**config.mk**
```make
export PLATFORM = sky130hd
export DESIGN_NAME = usb_pkt_parser
export DESIGN_NICKNAME = d
export VERILOG_FILES = /design/src/rtl/upk_pkg.sv /design/src/rtl/upk_pid_decode.sv /design/src/rtl/upk_token_fields.sv /design/src/rtl/upk_payload_buf.sv /design/src/rtl/usb_pkt_parser.sv
export SDC_FILE = /design/constraint.sdc
export NUM_CORES = 1
export LEC_CHECK = 0
export ABC_AREA = 1
export ABC_CLOCK_PERIOD_IN_PS = 3200
export BUFFER_PORTS_ARGS = -buffer_cell sky130_fd_sc_hd__buf_4
export CORE_MARGIN = 4
export CORE_UTILIZATION = 61
export CTS_CLUSTER_DIAMETER = 100
export CTS_CLUSTER_SIZE = 14
export DETAILED_ROUTE_END_ITERATION = 12
export PLACE_DENSITY = 0.86
export SETUP_SLACK_MARGIN = 0.05
export SYNTH_ARGS = -nofsm -noshare
export SYNTH_HDL_FRONTEND = slang
export SYNTH_SLANG_ARGS = --single-unit
export TNS_END_PERCENT = 10
```
**constraint.sdc**
```tcl
create_clock -name clk -period 3.2 [get_ports clk]
set_clock_uncertainty 0.2 [all_clocks]
set_input_delay 0.16 -clock clk [delete_from_list [all_inputs] [get_ports clk]]
set_output_delay 0.16 -clock clk [all_outputs]
set_load 0.005 [all_outputs]
```
**src/rtl/upk_pkg.sv**
```systemverilog
// Shared types for the USB packet field parser.
// Assumes bit 0 of every multi-bit value is the first bit to arrive.
package upk_pkg;
    typedef enum logic [3:0] {
        PK_UNKNOWN = 4'd0,
        PK_OUT     = 4'd1,
        PK_IN      = 4'd2,
        PK_SOF     = 4'd3,
        PK_SETUP   = 4'd4,
        PK_DATA0   = 4'd5,
        PK_DATA1   = 4'd6,
        PK_ACK     = 4'd7,
        PK_NAK     = 4'd8,
        PK_STALL   = 4'd9,
        PK_NYET    = 4'd10
    } pid_kind_e;

    localparam int          SYNC_BITS = 8;
    localparam int          HDR_BITS  = 16;
    localparam logic [7:0]  SYNC_VAL  = 8'h80;
endpackage

```
**src/rtl/upk_pid_decode.sv**
```systemverilog
// Identifier classifier: maps a raw identifier byte (first arriving bit at
// bit 0) to a kind code. Purely combinational; unlisted codes give PK_UNKNOWN.
module upk_pid_decode
    import upk_pkg::*;
(
    input  logic [7:0] code,
    output pid_kind_e  kind
);
    // Table lookup of the ten defined identifiers.
    always_comb begin
        unique case (code)
            8'hE1:   kind = PK_OUT;
            8'h69:   kind = PK_IN;
            8'hA5:   kind = PK_SOF;
            8'h2D:   kind = PK_SETUP;
            8'hC3:   kind = PK_DATA0;
            8'h4B:   kind = PK_DATA1;
            8'hD2:   kind = PK_ACK;
            8'h5A:   kind = PK_NAK;
            8'h1E:   kind = PK_STALL;
            8'h96:   kind = PK_NYET;
            default: kind = PK_UNKNOWN;
        endcase
    end
endmodule

```
**src/rtl/upk_token_fields.sv**
```systemverilog
// Token and frame field extractor. It collects the FLD_W bits that follow the
// header and, at end-of-packet, reports them when the length equals TOK_BITS,
// or flags a length error otherwise. Assumes eop never coincides with bit_vld.
module upk_token_fields
    import upk_pkg::*;
#(
    parameter int CNT_W  = 12,
    parameter int ADDR_W = 7,
    parameter int EP_W   = 4,
    parameter int CRC_W  = 5
) (
    input  logic              clk,
    input  logic              rst_n,
    input  logic              sop,
    input  logic              eop,
    input  logic              bit_vld,
    input  logic              bit_in,
    input  logic [CNT_W-1:0]  cnt,
    input  pid_kind_e         kind,
    output logic              tok_vld,
    output logic [ADDR_W-1:0] tok_addr,
    output logic [EP_W-1:0]   tok_ep,
    output logic              frame_vld,
    output logic [ADDR_W+EP_W-1:0] frame_num,
    output logic              err_len
);
    localparam int FLD_W    = ADDR_W + EP_W;
    localparam int TOK_BITS = HDR_BITS + FLD_W + CRC_W;

    logic [FLD_W-1:0] fld;
    logic             in_fld, is_tok, is_sof, len_ok;

    assign in_fld = bit_vld && (cnt >= CNT_W'(HDR_BITS)) && (cnt < CNT_W'(HDR_BITS + FLD_W));
    assign is_tok = (kind == PK_OUT) || (kind == PK_IN) || (kind == PK_SETUP);
    assign is_sof = (kind == PK_SOF);
    assign len_ok = (cnt == CNT_W'(TOK_BITS));

    // Shift field bits in at the top so the first arriving bit ends at bit 0.
    always_ff @(posedge clk) begin
        if (!rst_n || sop) fld <= '0;
        else if (in_fld)   fld <= {bit_in, fld[FLD_W-1:1]};
    end

    // Issue field strobes or the length error on the cycle after eop.
    always_ff @(posedge clk) begin
        if (!rst_n) begin
            tok_vld   <= 1'b0;
            frame_vld <= 1'b0;
            err_len   <= 1'b0;
        end else begin
            tok_vld   <= eop && is_tok && len_ok;
            frame_vld <= eop && is_sof && len_ok;
            err_len   <= eop && (is_tok || is_sof) && !len_ok;
        end
    end

    assign tok_addr  = fld[ADDR_W-1:0];
    assign tok_ep    = fld[FLD_W-1:ADDR_W];
    assign frame_num = fld;


    len_excl_chk: assert property (@(posedge clk) disable iff (!rst_n)
        err_len |-> (!tok_vld && !frame_vld));

    tok_frame_excl_chk: assert property (@(posedge clk) disable iff (!rst_n)
        !(tok_vld && frame_vld));
endmodule

```
**src/rtl/upk_payload_buf.sv**
```systemverilog
// Payload byte assembler for data packets. Bits after the header pass through
// a HOLD+8 bit window; a byte leaves only when HOLD bits follow it. One byte
// is held pending so the final one can be flagged at end-of-packet.
// Assumes a header length that is a whole number of bytes.
module upk_payload_buf
    import upk_pkg::*;
#(
    parameter int CNT_W  = 12,
    parameter int HOLD   = 16,
    parameter int BYTE_W = 8
) (
    input  logic              clk,
    input  logic              rst_n,
    input  logic              sop,
    input  logic              eop,
    input  logic              bit_vld,
    input  logic              bit_in,
    input  logic [CNT_W-1:0]  cnt,
    input  logic              is_data,
    output logic              byte_vld,
    output logic [BYTE_W-1:0] byte_data,
    output logic              byte_last
);
    localparam int WIN = HOLD + BYTE_W;

    logic [WIN-1:0]    win, win_next;
    logic [BYTE_W-1:0] pend;
    logic              pend_v, in_pay, rel;
    logic [CNT_W-1:0]  pay_idx;

    assign win_next = {bit_in, win[WIN-1:1]};
    assign in_pay   = bit_vld && is_data && (cnt >= CNT_W'(HDR_BITS));
    assign pay_idx  = cnt - CNT_W'(HDR_BITS);
    assign rel      = in_pay && (pay_idx >= CNT_W'(WIN - 1))
                      && ((pay_idx % CNT_W'(BYTE_W)) == CNT_W'(BYTE_W - 1));

    // Shift payload bits through the hold window.
    always_ff @(posedge clk) begin
        if (!rst_n || sop) win <= '0;
        else if (in_pay)   win <= win_next;
    end

    // Release the pending byte on each new release or, flagged last, at eop.
    always_ff @(posedge clk) begin
        if (!rst_n) begin
            pend      <= '0;
            pend_v    <= 1'b0;
            byte_vld  <= 1'b0;
            byte_data <= '0;
            byte_last <= 1'b0;
        end else begin
            byte_vld  <= 1'b0;
            byte_last <= 1'b0;
            if (sop) begin
                pend_v <= 1'b0;
            end else if (rel) begin
                byte_data <= pend;
                byte_vld  <= pend_v;
                pend      <= win_next[BYTE_W-1:0];
                pend_v    <= 1'b1;
            end else if (eop && pend_v) begin
                byte_data <= pend;
                byte_vld  <= 1'b1;
                byte_last <= 1'b1;
                pend_v    <= 1'b0;
            end
        end
    end


    last_has_vld_chk: assert property (@(posedge clk) disable iff (!rst_n)
        byte_last |-> byte_vld);

    last_after_eop_chk: assert property (@(posedge clk) disable iff (!rst_n)
        byte_last |-> $past(eop));
endmodule

```
**src/rtl/usb_pkt_parser.sv**
```systemverilog
// USB packet field parser top. It counts bits from sop, checks the sync byte,
// captures and classifies the identifier, and hands the body to the token
// and payload units. Assumes sop, eop and bit_vld are never high together.
module usb_pkt_parser
    import upk_pkg::*;
#(
    parameter int CNT_W  = 12,
    parameter int ADDR_W = 7,
    parameter int EP_W   = 4,
    parameter int TCRC_W = 5,
    parameter int DCRC_W = 16
) (
    input  logic                   clk,
    input  logic                   rst_n,
    input  logic                   sop,
    input  logic                   eop,
    input  logic                   bit_vld,
    input  logic                   bit_in,
    output logic                   pid_vld,
    output logic [3:0]             pid_kind,
    output logic [7:0]             pid_raw,
    output logic                   err_sync,
    output logic                   tok_vld,
    output logic [ADDR_W-1:0]      tok_addr,
    output logic [EP_W-1:0]        tok_ep,
    output logic                   frame_vld,
    output logic [ADDR_W+EP_W-1:0] frame_num,
    output logic                   err_len,
    output logic                   byte_vld,
    output logic [7:0]             byte_data,
    output logic                   byte_last
);
    localparam logic [CNT_W-1:0] CNT_MAX  = '1;
    localparam logic [CNT_W-1:0] SYNC_END = CNT_W'(SYNC_BITS - 1);
    localparam logic [CNT_W-1:0] PID_END  = CNT_W'(HDR_BITS - 1);

    logic [CNT_W-1:0] cnt;
    logic [7:0]       hdr_sh, hdr_next;
    pid_kind_e        kind_q, kind_d;
    logic             in_hdr, is_data;

    assign hdr_next = {bit_in, hdr_sh[7:1]};
    assign in_hdr   = bit_vld && (cnt < CNT_W'(HDR_BITS));
    assign is_data  = (kind_q == PK_DATA0) || (kind_q == PK_DATA1);

    // Bit counter: index of the next bit, restarted by sop, saturating.
    always_ff @(posedge clk) begin
        if (!rst_n || sop)                  cnt <= '0;
        else if (bit_vld && cnt != CNT_MAX) cnt <= cnt + 1'b1;
    end

    // Header shifter for the sync and identifier bytes.
    always_ff @(posedge clk) begin
        if (!rst_n || sop) hdr_sh <= '0;
        else if (in_hdr)   hdr_sh <= hdr_next;
    end

    upk_pid_decode u_dec (.code(hdr_next), .kind(kind_d));

    // Sync check and identifier capture at the header byte boundaries.
    always_ff @(posedge clk) begin
        if (!rst_n) begin
            err_sync <= 1'b0;
            pid_vld  <= 1'b0;
            pid_raw  <= '0;
            kind_q   <= PK_UNKNOWN;
        end else begin
            err_sync <= bit_vld && (cnt == SYNC_END) && (hdr_next != SYNC_VAL);
            pid_vld  <= bit_vld && (cnt == PID_END);
            if (sop) begin
                kind_q <= PK_UNKNOWN;
            end else if (bit_vld && cnt == PID_END) begin
                pid_raw <= hdr_next;
                kind_q  <= kind_d;
            end
        end
    end

    assign pid_kind = kind_q;

    upk_token_fields #(
        .CNT_W(CNT_W), .ADDR_W(ADDR_W), .EP_W(EP_W), .CRC_W(TCRC_W)
    ) u_tok (
        .clk(clk), .rst_n(rst_n), .sop(sop), .eop(eop),
        .bit_vld(bit_vld), .bit_in(bit_in), .cnt(cnt), .kind(kind_q),
        .tok_vld(tok_vld), .tok_addr(tok_addr), .tok_ep(tok_ep),
        .frame_vld(frame_vld), .frame_num(frame_num), .err_len(err_len)
    );

    upk_payload_buf #(
        .CNT_W(CNT_W), .HOLD(DCRC_W), .BYTE_W(8)
    ) u_pay (
        .clk(clk), .rst_n(rst_n), .sop(sop), .eop(eop),
        .bit_vld(bit_vld), .bit_in(bit_in), .cnt(cnt), .is_data(is_data),
        .byte_vld(byte_vld), .byte_data(byte_data), .byte_last(byte_last)
    );


    pid_pulse_chk: assert property (@(posedge clk) disable iff (!rst_n)
        pid_vld |=> !pid_vld);

    sync_pulse_chk: assert property (@(posedge clk) disable iff (!rst_n)
        err_sync |=> !err_sync);

    bytes_only_data_chk: assert property (@(posedge clk) disable iff (!rst_n)
        (byte_vld && !byte_last) |-> $past(is_data && bit_vld));
endmodule

```
==> impl_summary.txt <==
----------------------------------------------------
[Worst setup path]
  Required time of the critical path ... roughly 3.2 ns
  Most used cell along the critical path ... sky130_fd_sc_hd__nand2_2
  Crit. End Element ... flop
  Critical path's slowest cell ... sky130_fd_sc_hd__dfxtp_1
  Delay of the slowest cell on the worst path ... approximately 0.36 ns
  CP Launch Type ... flop
  Critical-path cell list ... inv_1 > ha_1 > nand2_2 > nor2_4 > nand2_2 > nand2_2 > inv_1 > o21ai_0 > a21oi_1
  Worst setup path category ... reg2reg
  Endpoint of the lowest-slack register-to-register path ... u_pay.win[23]
  Worst-path maximum fanout ... 31
  Worst path arrival time ... 2.47 ns
  FF-to-FF path depth ... 9
  Internal reg-to-reg setup slack ... 0.76 ns
  Worst reg2reg startpoint ... cnt[4]

[Route]
  Total length of routed wires ... roughly 8000 um
  First-pass iteration count of the detailed router ... 4
  Via total after detailed routing ... between 3000 and 4000
  DRC marker count from the first detailed-route iteration ... approximately 260
  DRT antenna net count ... 0
  Routed vias/inst ... slightly above 5
  Final routed DRC violation total ... 0
  Mean routed wirelength per cell ... 12.3 um

[Global route]
  GRT Resource Usage Total ... between 20% and 30%
  Antenna violations before repair ... 0
  First-pass GRT wire length ... roughly 14000 um
  Vias in the first global route ... just over 3000
  Overflow left after global routing ... 0
  Largest net degree at the start of global routing ... 52

[Floorplan]
  Vertical die dimension ... around 89 um
  Number of top-level pins ... 55
  CORE AREA ... between 0.006 and 0.007 mm^2
  Initial Util ... 62.6%
  Horizontal die dimension ... ~89 um
  Total die area ... a little under 0.008 mm^2
  Floorplan row count ... 29

[STA]
  Setup Total Neg Slack ... 0 ns
  Worst Hold Slack ... 0.249 ns
  Final worst-path setup slack ... approximately 0.76 ns
  Min Tclk post-route ... roughly 2.4 ns
  Pins Over Slew Limit ... 0
  Period Utilization, post-route ... 76.1%
  Final hold violations ... 0
  Worst slew pin tran ... about 0.45 ns
  Unrepaired setup endpoints after global routing ... false
  Worst slew margin relative to its limit ... a little over two thirds
  Max Clk Rate ... ~410 MHz
  Final setup violating endpoints ... 0

[CTS]
  H-tree depth reported by CTS ... 3
  Clock insertion delay at the later pin of the skew report ... 0.36 ns
  Clock-pin slew reported for the worst setup and hold paths after clock tree synthesis ... ~0.090 ns
  Number of sinks handled by clock tree synthesis ... ~90
  Clock Tree Root ... sky130_fd_sc_hd__clkbuf_8
  Number of setup buffers added after CTS ... 0
  Number of buffers inserted during clock tree synthesis ... 9
  Number of buffers on the longest clock path ... 2
  TritonCTS clock tree ... done

[Place]
  Cell count after placement ... ~640
  Final estimated routing congestion in global placement ... 0.868
  Count of input and output buffers ... 54
  Area of placed instances ... between 0.004 and 0.005 mm^2
  Setup Slack @ Placement ... a little over 0.8 ns
  Detailed Place HPWL ... about 5700 um

[Finish]
  Final core occ ... between 70 and 80%
  Fin nets ... just under 600
  Share of post-route cells with drive strength above 1 ... between 10% and 20%
  Cell area after layout ... 0.00454 mm^2
  Post-route insts no fill ... about 660
  Total inserted antenna cells ... 0
  Fillcell total ... ~490
  Layout overhead on the synthesized area ... 14.2%

[Synth]
  Fraction of the yosys area taken by sequential cells ... approximately 45%
  Number of flops mapped to enable cells by yosys ... 0
  Most frequent cell after synthesis ... sky130_fd_sc_hd__nor2_1
  Mean instance size in the synthesized netlist ... 7.41 um^2
  List of most frequent post-synthesis cells ... sky130_fd_sc_hd__nor2_1 (97), sky130_fd_sc_hd__dfxtp_1 (89), sky130_fd_sc_hd__inv_1 (61)
  Share of synthesized registers carrying an async set or reset ... 0%
  Main area contributors after synthesis ... sky130_fd_sc_hd__dfxtp_1 (45%), sky130_fd_sc_hd__nor2_1 (9.2%), sky130_fd_sc_hd__o21ai_0 (7.3%)
  Most area-hungry cell type in the Yosys netlist ... sky130_fd_sc_hd__dfxtp_1
  Top-area cell type share of the netlist area ... 44.8%
  Number of register bits inferred by synthesis ... 89
  Post-Synthesis Cells ... approximately 540
  Mapped Area ... about 0.0040 mm^2
  Synthesized netlist net count ... 550
  Total of warnings raised by yosys ... 0
  Primary flip-flop cell chosen by synthesis mapping ... sky130_fd_sc_hd__dfxtp_1
  Distinct cell type count of the synthesized netlist ... 37

[Power and ir drop]
  PwrDens ... ~420 mW/mm^2
  Overall power consumption ... 1.91 mW
  VDD IR-drop max ... slightly above 0.0003 V
  Static Leak ... roughly 1.8 nW

[Hold path]
  Hold Path Sink ... pid_raw[5]
  WHS Path Cells ... 2
  Startpoint of the worst hold path ... pid_raw[5]
  Worst hold path type ... reg2reg

[Job]
  # Max-Cap Violations ... 0

[Outcome]
  Result of the run ... complete, no violations

----------------------------------------------------
==> cells by family after synthesis <==
logic type	count (synthesis)	synth area share, %
xor+xnor	5	1.10
fa+ha+maj	8	2.52
compound gates	119	15.9
buf+inv	97	10.9
simple gates	218	24.7
flops	89	44.8
==> power by group <==
part | total (mW) | internal [mW] | switching [mW] | leakage [nW]
clock | 0.709 | 0.290 | 0.419 | 0.0879
sequential | 1.12 | 1.11 | 0.00679 | 0.718
combinational | 0.0789 | 0.0255 | 0.0534 | 1.01
total | 1.91 | 1.43 | 0.479 | 1.82
==> worst max-delay path by stage <==
stage,slack (ns),startpoint,cells after the start,endpoint
floorplan,1.27,cnt[5],9,u_pay.byte_data[0]
global placement,0.91,cnt[4],9,u_pay.win[23]
detailed placement,0.81,cnt[4],9,u_pay.win[23]
CTS,0.80,cnt[4],9,u_pay.win[23]
global route,0.49,cnt[4],9,u_pay.win[23]
finish,0.76,cnt[4],9,u_pay.win[23]
==> critical path, delay by kind of cell (launching register included) <==
family	cells	cell delay (ns)
fa+ha+maj	1	0.24
compound gates	2	0.28
buf+inv	2	0.52
simple gates	4	0.70
flops	1	0.36
==> final cells by class <==
class | instances | area [um^2] | area share (%)
clock buffer | 9 | 124 | 2.73
clock inverter | 7 | 53.8 | 1.19
inverter | 66 | 250 | 5.52
multi-input combinational | 350 | 1760 | 38.8
sequential | 89 | 1780 | 39.3
tap | 77 | 96.3 | 2.12
timing repair buffer | 61 | 470 | 10.4
==> flip-flops by register name (all words and copies together), names as in the netlist <==
register	flops
cnt	12
err_sync	1
hdr_sh	7
pid_kind	4
pid_raw	8
pid_vld	1
u_pay.byte_data	8
u_pay.byte_last	1
u_pay.byte_vld	1
u_pay.pend	8
u_pay.pend_v	1
u_pay.win	23
u_tok.err_len	1
u_tok.frame_num	11
u_tok.frame_vld	1
u_tok.tok_vld	1
==> cells in the final DEF, fill, tap and decap left out, types with 4 or more instances in the layout <==
cell / count
sky130_fd_sc_hd__clkbuf_8: 9
sky130_fd_sc_hd__nand3_1: 29
sky130_fd_sc_hd__buf_4: 56
sky130_fd_sc_hd__nand2_1: 60
sky130_fd_sc_hd__o21ai_0: 58
sky130_fd_sc_hd__dlygate4sd3_1: 5
sky130_fd_sc_hd__nor2_1: 96
sky130_fd_sc_hd__nand4_1: 6
sky130_fd_sc_hd__dfxtp_1: 89
sky130_fd_sc_hd__nor3_1: 10
sky130_fd_sc_hd__ha_1: 8
sky130_fd_sc_hd__nor2_4: 5
sky130_fd_sc_hd__a21oi_1: 47
sky130_fd_sc_hd__inv_1: 61
sky130_fd_sc_hd__a31oi_1: 4
==> layer usage <==
metal  up-vias  routed length [um]  GRT usage (%)
met1      1477                3670           28.4
met3         6                 451           4.38
met2        95                3960           37.1
li1       1794                   -              -
met5         -                   0              0
met4         0                  31           6.73
==> repair_timing <==
item	4_1_cts	5_1_grt
hold endpoints to repair	33	0
hold buffers	5	0
resized for setup	0	0
Note: power is estimated with default switching activity, not from simulation.
